### config.mk
export PLATFORM = sky130hd
export DESIGN_NAME = pwr_mode_ctrl
export DESIGN_NICKNAME = d
export VERILOG_FILES = /design/src/rtl/pmc_pkg.sv /design/src/rtl/pmc_sync.sv /design/src/rtl/pmc_tick_timer.sv /design/src/rtl/pmc_out_decode.sv /design/src/rtl/pwr_mode_ctrl.sv
export SDC_FILE = /design/constraint.sdc
export NUM_CORES = 1
export LEC_CHECK = 0
export ABC_AREA = 1
export BUFFER_PORTS_ARGS = -buffer_cell sky130_fd_sc_hd__buf_2
export CORE_AREA = 2 2 61 85
export CTS_BUF_LIST = sky130_fd_sc_hd__clkbuf_8
export CTS_CLUSTER_DIAMETER = 50
export CTS_CLUSTER_SIZE = 20
export DETAILED_ROUTE_END_ITERATION = 12
export DIE_AREA = 0 0 63 87
export GPL_ROUTABILITY_DRIVEN = 0
export PLACE_DENSITY = 0.7
export SKIP_LAST_GASP = 1
export SYNTH_ARGS = -nofsm -noshare
export SYNTH_HDL_FRONTEND = slang
export SYNTH_HIERARCHICAL = 1
export SYNTH_SLANG_ARGS = --single-unit
### constraint.sdc
create_clock -name clk -period 2.2 [get_ports clk]
set_input_delay 0.33 -clock clk [delete_from_list [all_inputs] [get_ports clk]]
set_output_delay 0.33 -clock clk [all_outputs]
set_load 0.03 [all_outputs]
### src/rtl/pmc_pkg.sv
package pmc_pkg;
  typedef enum logic [2:0] {
    MD_OFF     = 3'd0,
    MD_RESET   = 3'd1,
    MD_STANDBY = 3'd2,
    MD_NORMAL  = 3'd3,
    MD_SLEEP   = 3'd4,
    MD_THERMAL = 3'd5
  } mode_e;

  typedef enum logic [1:0] {
    LIN_OFF    = 2'b00,
    LIN_WAKE   = 2'b01,
    LIN_ACTIVE = 2'b10
  } lin_mode_e;

  typedef enum logic [1:0] {
    RXD_PULLUP   = 2'b00,
    RXD_WAKE_LOW = 2'b01,
    RXD_BUS      = 2'b10
  } rxd_sel_e;
endpackage

### src/rtl/pmc_sync.sv
module pmc_sync #(
  parameter int   STAGES  = 2,
  parameter logic RST_VAL = 1'b0
) (
  input  logic clk,
  input  logic rst_n,
  input  logic d,
  output logic q
);
  logic [STAGES-1:0] sh;

  generate
    if (STAGES == 1) begin : g_single
      always_ff @(posedge clk or negedge rst_n) begin
        if (!rst_n) sh <= RST_VAL;
        else        sh <= d;
      end
    end else begin : g_chain
      always_ff @(posedge clk or negedge rst_n) begin
        if (!rst_n) sh <= {STAGES{RST_VAL}};
        else        sh <= {sh[STAGES-2:0], d};
      end
    end
  endgenerate

  assign q = sh[STAGES-1];
endmodule

### src/rtl/pmc_tick_timer.sv
module pmc_tick_timer #(
  parameter int TICKS = 4
) (
  input  logic clk,
  input  logic rst_n,
  input  logic restart,
  input  logic run,
  output logic done
);
  localparam int CW = (TICKS > 1) ? $clog2(TICKS) : 1;
  localparam logic [CW-1:0] LAST = CW'(TICKS - 1);

  logic [CW-1:0] cnt;

  always_ff @(posedge clk or negedge rst_n) begin
    if (!rst_n)                   cnt <= '0;
    else if (restart)             cnt <= '0;
    else if (run && cnt != LAST)  cnt <= cnt + 1'b1;
  end

  assign done = run && (cnt == LAST);
endmodule

### src/rtl/pmc_out_decode.sv
module pmc_out_decode
  import pmc_pkg::*;
(
  input  mode_e      state,
  input  logic       wake_flag,
  input  logic       vs_below_off,
  output logic       vreg_en,
  output logic       rstn_o,
  output logic [1:0] lin_mode,
  output logic [1:0] rxd_sel
);
  rxd_sel_e  wake_src;
  lin_mode_e lm;
  rxd_sel_e  rs;

  assign wake_src = wake_flag ? RXD_WAKE_LOW : RXD_PULLUP;

  always_comb begin
    vreg_en = 1'b0;
    rstn_o  = 1'b0;
    lm      = LIN_WAKE;
    rs      = wake_src;
    unique case (state)
      MD_OFF:     begin lm = LIN_OFF; rs = RXD_PULLUP; end
      MD_RESET:   begin vreg_en = 1'b1; end
      MD_STANDBY: begin vreg_en = 1'b1; rstn_o = 1'b1; end
      MD_NORMAL:  begin vreg_en = 1'b1; rstn_o = 1'b1; lm = LIN_ACTIVE; rs = RXD_BUS; end
      MD_SLEEP:   begin rs = RXD_PULLUP; end
      MD_THERMAL: begin end
      default:    begin lm = LIN_OFF; rs = RXD_PULLUP; end
    endcase
    // supply loss overrides the registered mode without waiting for a clock
    if (vs_below_off) begin
      vreg_en = 1'b0;
      rstn_o  = 1'b0;
      lm      = LIN_OFF;
      rs      = RXD_PULLUP;
    end
  end

  assign lin_mode = lm;
  assign rxd_sel  = rs;
endmodule

### src/rtl/pwr_mode_ctrl.sv
module pwr_mode_ctrl
  import pmc_pkg::*;
#(
  parameter int RESET_TICKS   = 5000,
  parameter int UV_FILT_TICKS = 25,
  parameter int MODESEL_TICKS = 30,
  parameter int SYNC_STAGES   = 2
) (
  input  logic       clk,
  input  logic       rst_n,
  input  logic       vs_above_on,
  input  logic       vs_below_off,
  input  logic       vreg_uv,
  input  logic       over_temp,
  input  logic       en_pin,
  input  logic       txd_pin,
  input  logic       lin_wake,
  output logic       vreg_en,
  output logic       rstn_o,
  output logic [1:0] lin_mode,
  output logic [1:0] rxd_sel
);
  mode_e state, state_nxt;
  logic  en_s, txd_s, en_d, en_fall;
  logic  pending, pending_nxt;
  logic  wake_flag, wake_nxt;
  logic  on_mode, wake_mode;
  logic  uv_restart, uv_trip;
  logic  rst_restart, rst_done;
  logic  sel_restart, sel_done;

  pmc_sync #(.STAGES(SYNC_STAGES), .RST_VAL(1'b0)) u_en_sync (
    .clk(clk), .rst_n(rst_n), .d(en_pin), .q(en_s));
  pmc_sync #(.STAGES(SYNC_STAGES), .RST_VAL(1'b1)) u_txd_sync (
    .clk(clk), .rst_n(rst_n), .d(txd_pin), .q(txd_s));

  always_ff @(posedge clk or negedge rst_n) begin
    if (!rst_n) en_d <= 1'b0;
    else        en_d <= en_s;
  end
  assign en_fall = en_d & ~en_s;

  assign on_mode   = (state == MD_STANDBY) || (state == MD_NORMAL);
  assign wake_mode = (state == MD_RESET) || (state == MD_STANDBY) ||
                     (state == MD_SLEEP) || (state == MD_THERMAL);

  // undervoltage filter: counts consecutive low-regulator edges
  assign uv_restart = !(vreg_uv && on_mode);
  pmc_tick_timer #(.TICKS(UV_FILT_TICKS)) u_uv_tmr (
    .clk(clk), .rst_n(rst_n), .restart(uv_restart), .run(!uv_restart), .done(uv_trip));

  // reset pulse: runs only while the regulator is good
  assign rst_restart = !((state == MD_RESET) && !vreg_uv);
  pmc_tick_timer #(.TICKS(RESET_TICKS)) u_rst_tmr (
    .clk(clk), .rst_n(rst_n), .restart(rst_restart), .run(!rst_restart), .done(rst_done));

  // mode-selection window after an enable falling edge
  assign sel_restart = !pending || en_fall;
  pmc_tick_timer #(.TICKS(MODESEL_TICKS)) u_sel_tmr (
    .clk(clk), .rst_n(rst_n), .restart(sel_restart), .run(!sel_restart), .done(sel_done));

  always_comb begin
    state_nxt = state;
    if (vs_below_off) begin
      state_nxt = MD_OFF;
    end else if (over_temp && state != MD_OFF) begin
      state_nxt = MD_THERMAL;
    end else begin
      unique case (state)
        MD_OFF:     if (vs_above_on && !over_temp) state_nxt = MD_RESET;
        MD_RESET:   if (rst_done) state_nxt = en_s ? MD_NORMAL : MD_STANDBY;
        MD_STANDBY: begin
          if (uv_trip)   state_nxt = MD_RESET;
          else if (en_s) state_nxt = MD_NORMAL;
        end
        MD_NORMAL: begin
          if (uv_trip)                state_nxt = MD_RESET;
          else if (sel_done && !en_s) state_nxt = txd_s ? MD_STANDBY : MD_SLEEP;
        end
        MD_SLEEP:   if (lin_wake || en_s) state_nxt = MD_RESET;
        MD_THERMAL: state_nxt = MD_RESET;
        default:    state_nxt = MD_OFF;
      endcase
    end
  end

  always_comb begin
    pending_nxt = pending;
    if (state_nxt != MD_NORMAL || state != MD_NORMAL) pending_nxt = 1'b0;
    else if (en_s)                                     pending_nxt = 1'b0;
    else if (en_fall)                                  pending_nxt = 1'b1;
  end

  always_comb begin
    wake_nxt = wake_flag;
    if (state == MD_NORMAL || state == MD_OFF) wake_nxt = 1'b0;
    else if (lin_wake && wake_mode)            wake_nxt = 1'b1;
  end

  always_ff @(posedge clk or negedge rst_n) begin
    if (!rst_n) begin
      state     <= MD_OFF;
      pending   <= 1'b0;
      wake_flag <= 1'b0;
    end else begin
      state     <= state_nxt;
      pending   <= pending_nxt;
      wake_flag <= wake_nxt;
    end
  end

  pmc_out_decode u_dec (
    .state(state), .wake_flag(wake_flag), .vs_below_off(vs_below_off),
    .vreg_en(vreg_en), .rstn_o(rstn_o), .lin_mode(lin_mode), .rxd_sel(rxd_sel));
endmodule

==> metrics.txt, run 1 <==
status=finished, final reports clean; Skew-Pair Late Insertion Delay=0.29 ns; final setup fails=0; worst reg2reg path depth=14; Routed WL per cell=11.8 um; CTS sink count=33; via count=2083; Critical Path Slowest Stage Cell=dfrtp_1; core area=4770 um^2; Syn. warnings=6; Setup crit start kind=register; first-pass GRT wire length=8590 um; CP arrival=2.09 ns; vias in the first global route=1998; RSZ-0062 raised after global routing=no; total wire length=4910 um; Total Die Area=5480 um^2; Pwr Total=1.23 mW; CP peak stage delay=0.40 ns; path type of the worst min-delay path=input port to async pin; pwr/cell area=489 nW/um^2; # IOs=15; Tot GR Track Use=19.8%; final hold violation count=0; max frequency=525 MHz; Seq/Total Area, Yosys=36.4%; Syn Area/Cell=6.94 um^2; drt via density=5.02; setup slack, reg-to-reg=0.29 ns; share of layout cells above drive strength 1=17.7%; FILL cells=484; Cell Area, Synth=2280 um^2; CP max FO=6; Cells after Synth=328; Buffers on Ports=14; CP cell instances=ha_2, nand2_1, nor3_1, nand3_2, nor2_2, inv_1, nand2_1, nand2_1, nand2_1, nand2_1, nor2_1, nand2_1, nand3_1, nor2_1; nature of the critical path endpoint=register; Die Ht=87 um; area grow syn2layout=10.7%; max-slew violation count=0; DP Area=2430 um^2; largest net degree at the start of global routing=34; final worst slack=0.294 ns; Worst path most repeated cell=nand2_1; CP Launch Point=u_rst_tmr/cnt[0]; Row Count=30; CTS tree=done; CTS buffer count=5; CTS root buf=clkbuf_8; DP HPWL=3660 um; Antenna diodes=0; fin area=2520 um^2; CTS H-tree depth=2; Worst EP required=2.39 ns; Final min period=1.91 ns; slew margin rel.=49.6%; initial core utilization=47.8%; final period utilization=86.6%; FF-to-FF Start=u_rst_tmr/cnt[0]; nets=364; WS Path Type=register to register; Worst-Margin Slew=0.756 ns; Leakage=1.24 nW; Synth async-reset ratio=100%; Clk pin slew, worst setup/hold paths=0.07 ns; Post-synth EDFFs=0; initial antenna violation count=0; grt ovf=0; CP endpoint=pending; Detail Route Antenna Nets=0; Chip Width=63 um; Worst R2R End=pending; Yosys reg bits=33; DR DRC count=0; Initial DRC Count=102; top_reg_cell synth=dfrtp_1; Place WS=0.246 ns; drt pass-1 iters=4; Max Cap Violations=0; Setup Skew=0.00943 ns; syn_nets=342; Final TNS setup=0 ns; Netlist cell types=30; Peak VDD IR=0.285 mV; Final Util=52.9%; clk buf depth=2
## sequential cells by signal, summed over array words and instances (netlist names)
| name | flops |
|---|---|
| en_d | 1 |
| pending | 1 |
| state | 3 |
| u_en_sync/sh | 2 |
| u_rst_tmr/cnt | 13 |
| u_sel_tmr/cnt | 5 |
| u_txd_sync/sh | 2 |
| u_uv_tmr/cnt | 5 |
| wake_flag | 1 |
## worst max-delay path: cells and delay by family, from the launching register on
kind	cells	cell delay [ns]
simple gates	12	1.10
flops	1	0.40
fa+ha+maj	1	0.25
buf+inv	1	0.05
## kinds of logic (layout without fill, tap and decap cells)
family                   after synthesis  in the layout  synth area share (%)
AO/OA/AOI/OAI                         11             11                  3.13
XOR/XNOR                               6              6                  2.31
adder cells (fa/ha/maj)                5              5                  2.75
buffers and inverters                 50             73                  9.62
flip-flops                            33             33                  36.4
AND/OR/NAND/NOR                      223            223                  45.8
## what timing repair did
action | in CTS | in global routing
hold endpoints to repair | 0 | 0
resized for setup | 0 | 2
hold buffers | 0 | 0
endpoints found under the setup margin | 0 | 2
setup buffers | 0 | 0
## power by group
part / switching [mW] / leakage (nW) / internal [mW]
Clock: 0.217 / 0.0538 / 0.246
Sequential: 0.00654 / 0.446 / 0.619
Combinational: 0.0999 / 0.742 / 0.0450
Total: 0.324 / 1.24 / 0.909
## area by class of cell
class                   instances  area (um^2)  area share (%)
clock buffers                   6         82.6            3.28
clock inverters                 2         7.51           0.298
inverters                      44          165            6.55
multi-input cells             245         1230            49.0
flip-flops and latches         33          828            32.9
well taps                      64         80.1            3.18
repair buffers                 21          123            4.86
## worst min path at each step
stage | startpoint | to | cells after the start
2_1_floorplan | rst_n | en_d | 0
3_3_place_gp | u_en_sync/sh[0] | u_en_sync/sh[1] | 0
3_5_place_dp | u_en_sync/sh[0] | u_en_sync/sh[1] | 0
4_1_cts | rst_n | u_rst_tmr/cnt[7] | 1
5_1_grt | en_pin | u_en_sync/sh[0] | 1
6_report | rst_n | u_rst_tmr/cnt[4] | 1
## synthesized netlist by cell type (all sizes together), types with 2 or more instances
library cell	n	area share [%]
ha	5	2.7
nand3	39	8.8
nor2	50	10
inv	43	7.1
nand2	106	19
dfstp	2	2.3
nand4	19	5.2
xor2	5	1.9
nor3	6	1.3
dfrtp	31	34
o21ai	7	2.0
buf	5	1.8
a21oi	3	0.82
## cell usage in the layout (no fill, tap or decap), types with 4 or more instances in the layout
master,n
nand2_1,96
inv_1,40
nor2_1,40
nand3_1,38
dfrtp_1,31
nand4_1,19
buf_2,14
nand2_2,8
buf_4,7
clkbuf_8,6
nor3_1,6
inv_2,5
nor2_4,5
nor2_2,5
xor2_1,5
o21ai_0,4
ha_1,4
## per-stage QoR
stage | instances | hold WS (ns)
floorplan | 328 | 0.0344
global placement | 407 | 0.333
detailed placement | 407 | 0.338
CTS | 415 | 0.143
global route | 415 | 0.133
finish | 415 | 0.115
## routing by layer
layer	track usage [%]	vias up	routed length (um)
met5	0	-	0
met3	3.49	11	128
li1	-	1088	-
met1	21.2	941	2050
met4	9.29	0	121
met2	37.4	43	2610
Note: power is estimated with default switching activity, not from simulation.
==> run 2: changes to the inputs <==
--- a/config.mk
+++ b/config.mk
@@ -15,6 +15,7 @@
 export DIE_AREA = 0 0 63 87
 export GPL_ROUTABILITY_DRIVEN = 0
 export PLACE_DENSITY = 0.7
+export RECOVER_POWER = 50
 export SKIP_LAST_GASP = 1
 export SYNTH_ARGS = -nofsm -noshare
 export SYNTH_HDL_FRONTEND = slang
==> run 2 against run 1 <==
Worst hold slack improved by 0.035 ns. Count of clock-buffer cells in the layout is the same. Clock power about the same. Die area unchanged. Wire length did not move. Maximum frequency fell by 0.40%. Combinational power is essentially flat. The run now ends with max-capacitance violations, max-slew violations left. Sequential cell count did not move. Critical endpoint unchanged. Sequential power about the same. Worst setup slack got worse by 0.0077 ns. Via count down 0.34%. Global-route usage unchanged.
==> metrics.txt, run 2 (synthesized netlist as in run 1, its figures left out) <==
status=complete, but fails checks; violated checks=max-capacitance violations, max-slew violations; CTS root buf=clkbuf_8; cts-stage hold buffer count=0 (unchanged); area grow syn2layout=10.7% (about the same); vias in the first global route=1998 (unchanged); drt pass-1 iters=4 (unchanged); Worst Path Buf+Inv=1 (unchanged); CP endpoint=pending; Pwr Total=1.23 mW (about the same); Worst-Margin Slew=1.80 ns (+1.05 ns); grt ovf=0 (unchanged); largest net degree at the start of global routing=34 (unchanged); Routed WL per cell=11.8 um (unchanged); Setup crit start kind=register; final setup fails=0 (unchanged); Crit path max-delay family=simple AND/OR/NAND/NOR gates; nets=364 (unchanged); Buffers on Ports=14 (unchanged); dpl cells=407 (unchanged); CP peak stage delay=0.40 ns (about the same); initial core utilization=47.8% (unchanged); cts repair resizes=0 (unchanged); CTS buffer count=5 (unchanged); CTS tree=done; Final min period=1.91 ns (+0.00767 ns); Worst path most repeated cell=nand2_1; via count=2076 (-0.34%); CP Launch Point=u_rst_tmr/cnt[0]; FILL cells=485 (+0.21%); Largest regs=u_rst_tmr/cnt (13), u_sel_tmr/cnt (5), u_uv_tmr/cnt (5); Critical Path Slowest Stage Cell=dfrtp_1; Row Count=30 (unchanged); final hold violation count=0 (unchanged); first-pass GRT wire length=8590 um (unchanged); path type of the worst min-delay path=input port to register; most frequent cells in the layout=nand2_1, inv_1, nor2_1; CP max FO=6 (unchanged); Multi-input gate area=1230 um^2 (unchanged); Initial DRC Count=97 (-4.9%); drt via density=5.00 (-0.34%); # IOs=15 (unchanged); Peak VDD IR=0.284 mV (-0.10%); share of layout cells above drive strength 1=17.4% (-0.28 points); commonest non-fill, non-tap cell in the layout=nand2_1; Final TNS setup=0 ns (unchanged); max reg flops=13 (unchanged); Antenna diodes=0 (unchanged); Setup Skew=0.00936 ns (-0.0000695 ns); setup slack, reg-to-reg=0.29 ns (about the same); Clk pin slew, worst setup/hold paths=0.07 ns (about the same); Worst R2R End=pending; CTS sink count=33 (unchanged); DR DRC count=0 (unchanged); worst reg2reg path depth=14 (unchanged); FF-to-FF Start=u_rst_tmr/cnt[0]; Worst EP required=2.39 ns (about the same); core area=4770 um^2 (unchanged); slew margin rel.=-20.3% (-70 points); Chip Width=63 um (unchanged); Skew-Pair Late Insertion Delay=0.29 ns (about the same); total wire length=4910 um (unchanged); Die Ht=87 um (unchanged); CP cell instances=ha_2, nand2_1, nor3_1, nand3_2, nor2_2, inv_1, nand2_1, nand2_1, nand2_1, nand2_1, nor2_1, nand2_1, nand3_1, nor2_1; WS Path Type=register to register; setup bufs post-CTS=0 (unchanged); Total Die Area=5480 um^2 (unchanged); CTS H-tree depth=2 (unchanged); clk buf depth=2 (unchanged); Most flops, register=u_rst_tmr/cnt; max-slew violation count=34 (+34); initial antenna violation count=0 (unchanged); Max Cap Violations=1 (+1); CP arrival=2.10 ns (about the same); nature of the critical path endpoint=register; Storage cell area=828 um^2 (unchanged); final period utilization=87.0% (+0.35 points); WP depth=14 (unchanged); Tot GR Track Use=19.8% (unchanged); RSZ-0062 raised after global routing=no; DP HPWL=3660 um (unchanged); Detail Route Antenna Nets=0 (unchanged); max frequency=523 MHz (-0.40%); Leakage=1.24 nW (-0.22%); pwr/cell area=489 nW/um^2 (about the same); Finished Layout Cells=415 (unchanged)
-- run 2: where the power goes --
part | internal [mW] | switching [mW]
logic | 0.0447 | 0.0998
clock network | 0.246 | 0.217
registers | 0.619 | 0.00654
total | 0.909 | 0.324
-- run 2: cell type report --
cell class | instances | area share (%)
Tap cell | 64 | 3.18
Timing Repair Buffer | 21 | 4.82
Clock buffer | 6 | 3.28
Clock inverter | 2 | 0.298
Multi-Input combinational cell | 245 | 49.0
Inverter | 44 | 6.55
Sequential cell | 33 | 32.9
-- run 2: worst min-delay path by stage --
stage                         start                to  cells past startpoint
floorplan                     rst_n              en_d                      0
global placement    u_en_sync/sh[0]   u_en_sync/sh[1]                      0
detailed placement  u_en_sync/sh[0]   u_en_sync/sh[1]                      0
CTS                           rst_n  u_rst_tmr/cnt[7]                      1
global route                 en_pin   u_en_sync/sh[0]                      1
finish                       en_pin   u_en_sync/sh[0]                      1
-- run 2: stage by stage --
stage / worst slack [ns] / hold slack [ns] / instance area [um^2] / utilization (%)
2_1_floorplan: 0.358 / 0.0344 / 2280 / -
3_3_place_gp: 0.336 / 0.333 / 2430 / 50.9
3_5_place_dp: 0.246 / 0.338 / 2430 / 50.9
4_1_cts: 0.216 / 0.143 / 2520 / 52.8
5_1_grt: 0.0280 / 0.133 / 2520 / 52.9
6_report: 0.286 / 0.150 / 2520 / 52.9
-- run 2: worst register-to-register path, cell delays in order, from the launching register on --
cell     delay [ns]
dfrtp_1        0.40
ha_2           0.25
nand2_1        0.07
nor3_1         0.18
nand3_2        0.19
nor2_2         0.17
inv_1          0.05
nand2_1        0.05
nand2_1        0.05
nand2_1        0.05
nand2_1        0.04
nor2_1         0.13
nand2_1        0.07
nand3_1        0.07
nor2_1         0.04
-- run 2: metal layers --
| layer | GRT usage (%) | vias to the layer above | part of all wire (%) |
|---|---|---|---|
| li1 | - | 1088 | - |
| met1 | 21.2 | 942 | 42 |
| met2 | 37.4 | 35 | 54 |
| met3 | 3.49 | 11 | 2.2 |
| met4 | 9.29 | 0 | 2.5 |
| met5 | 0 | - | 0 |
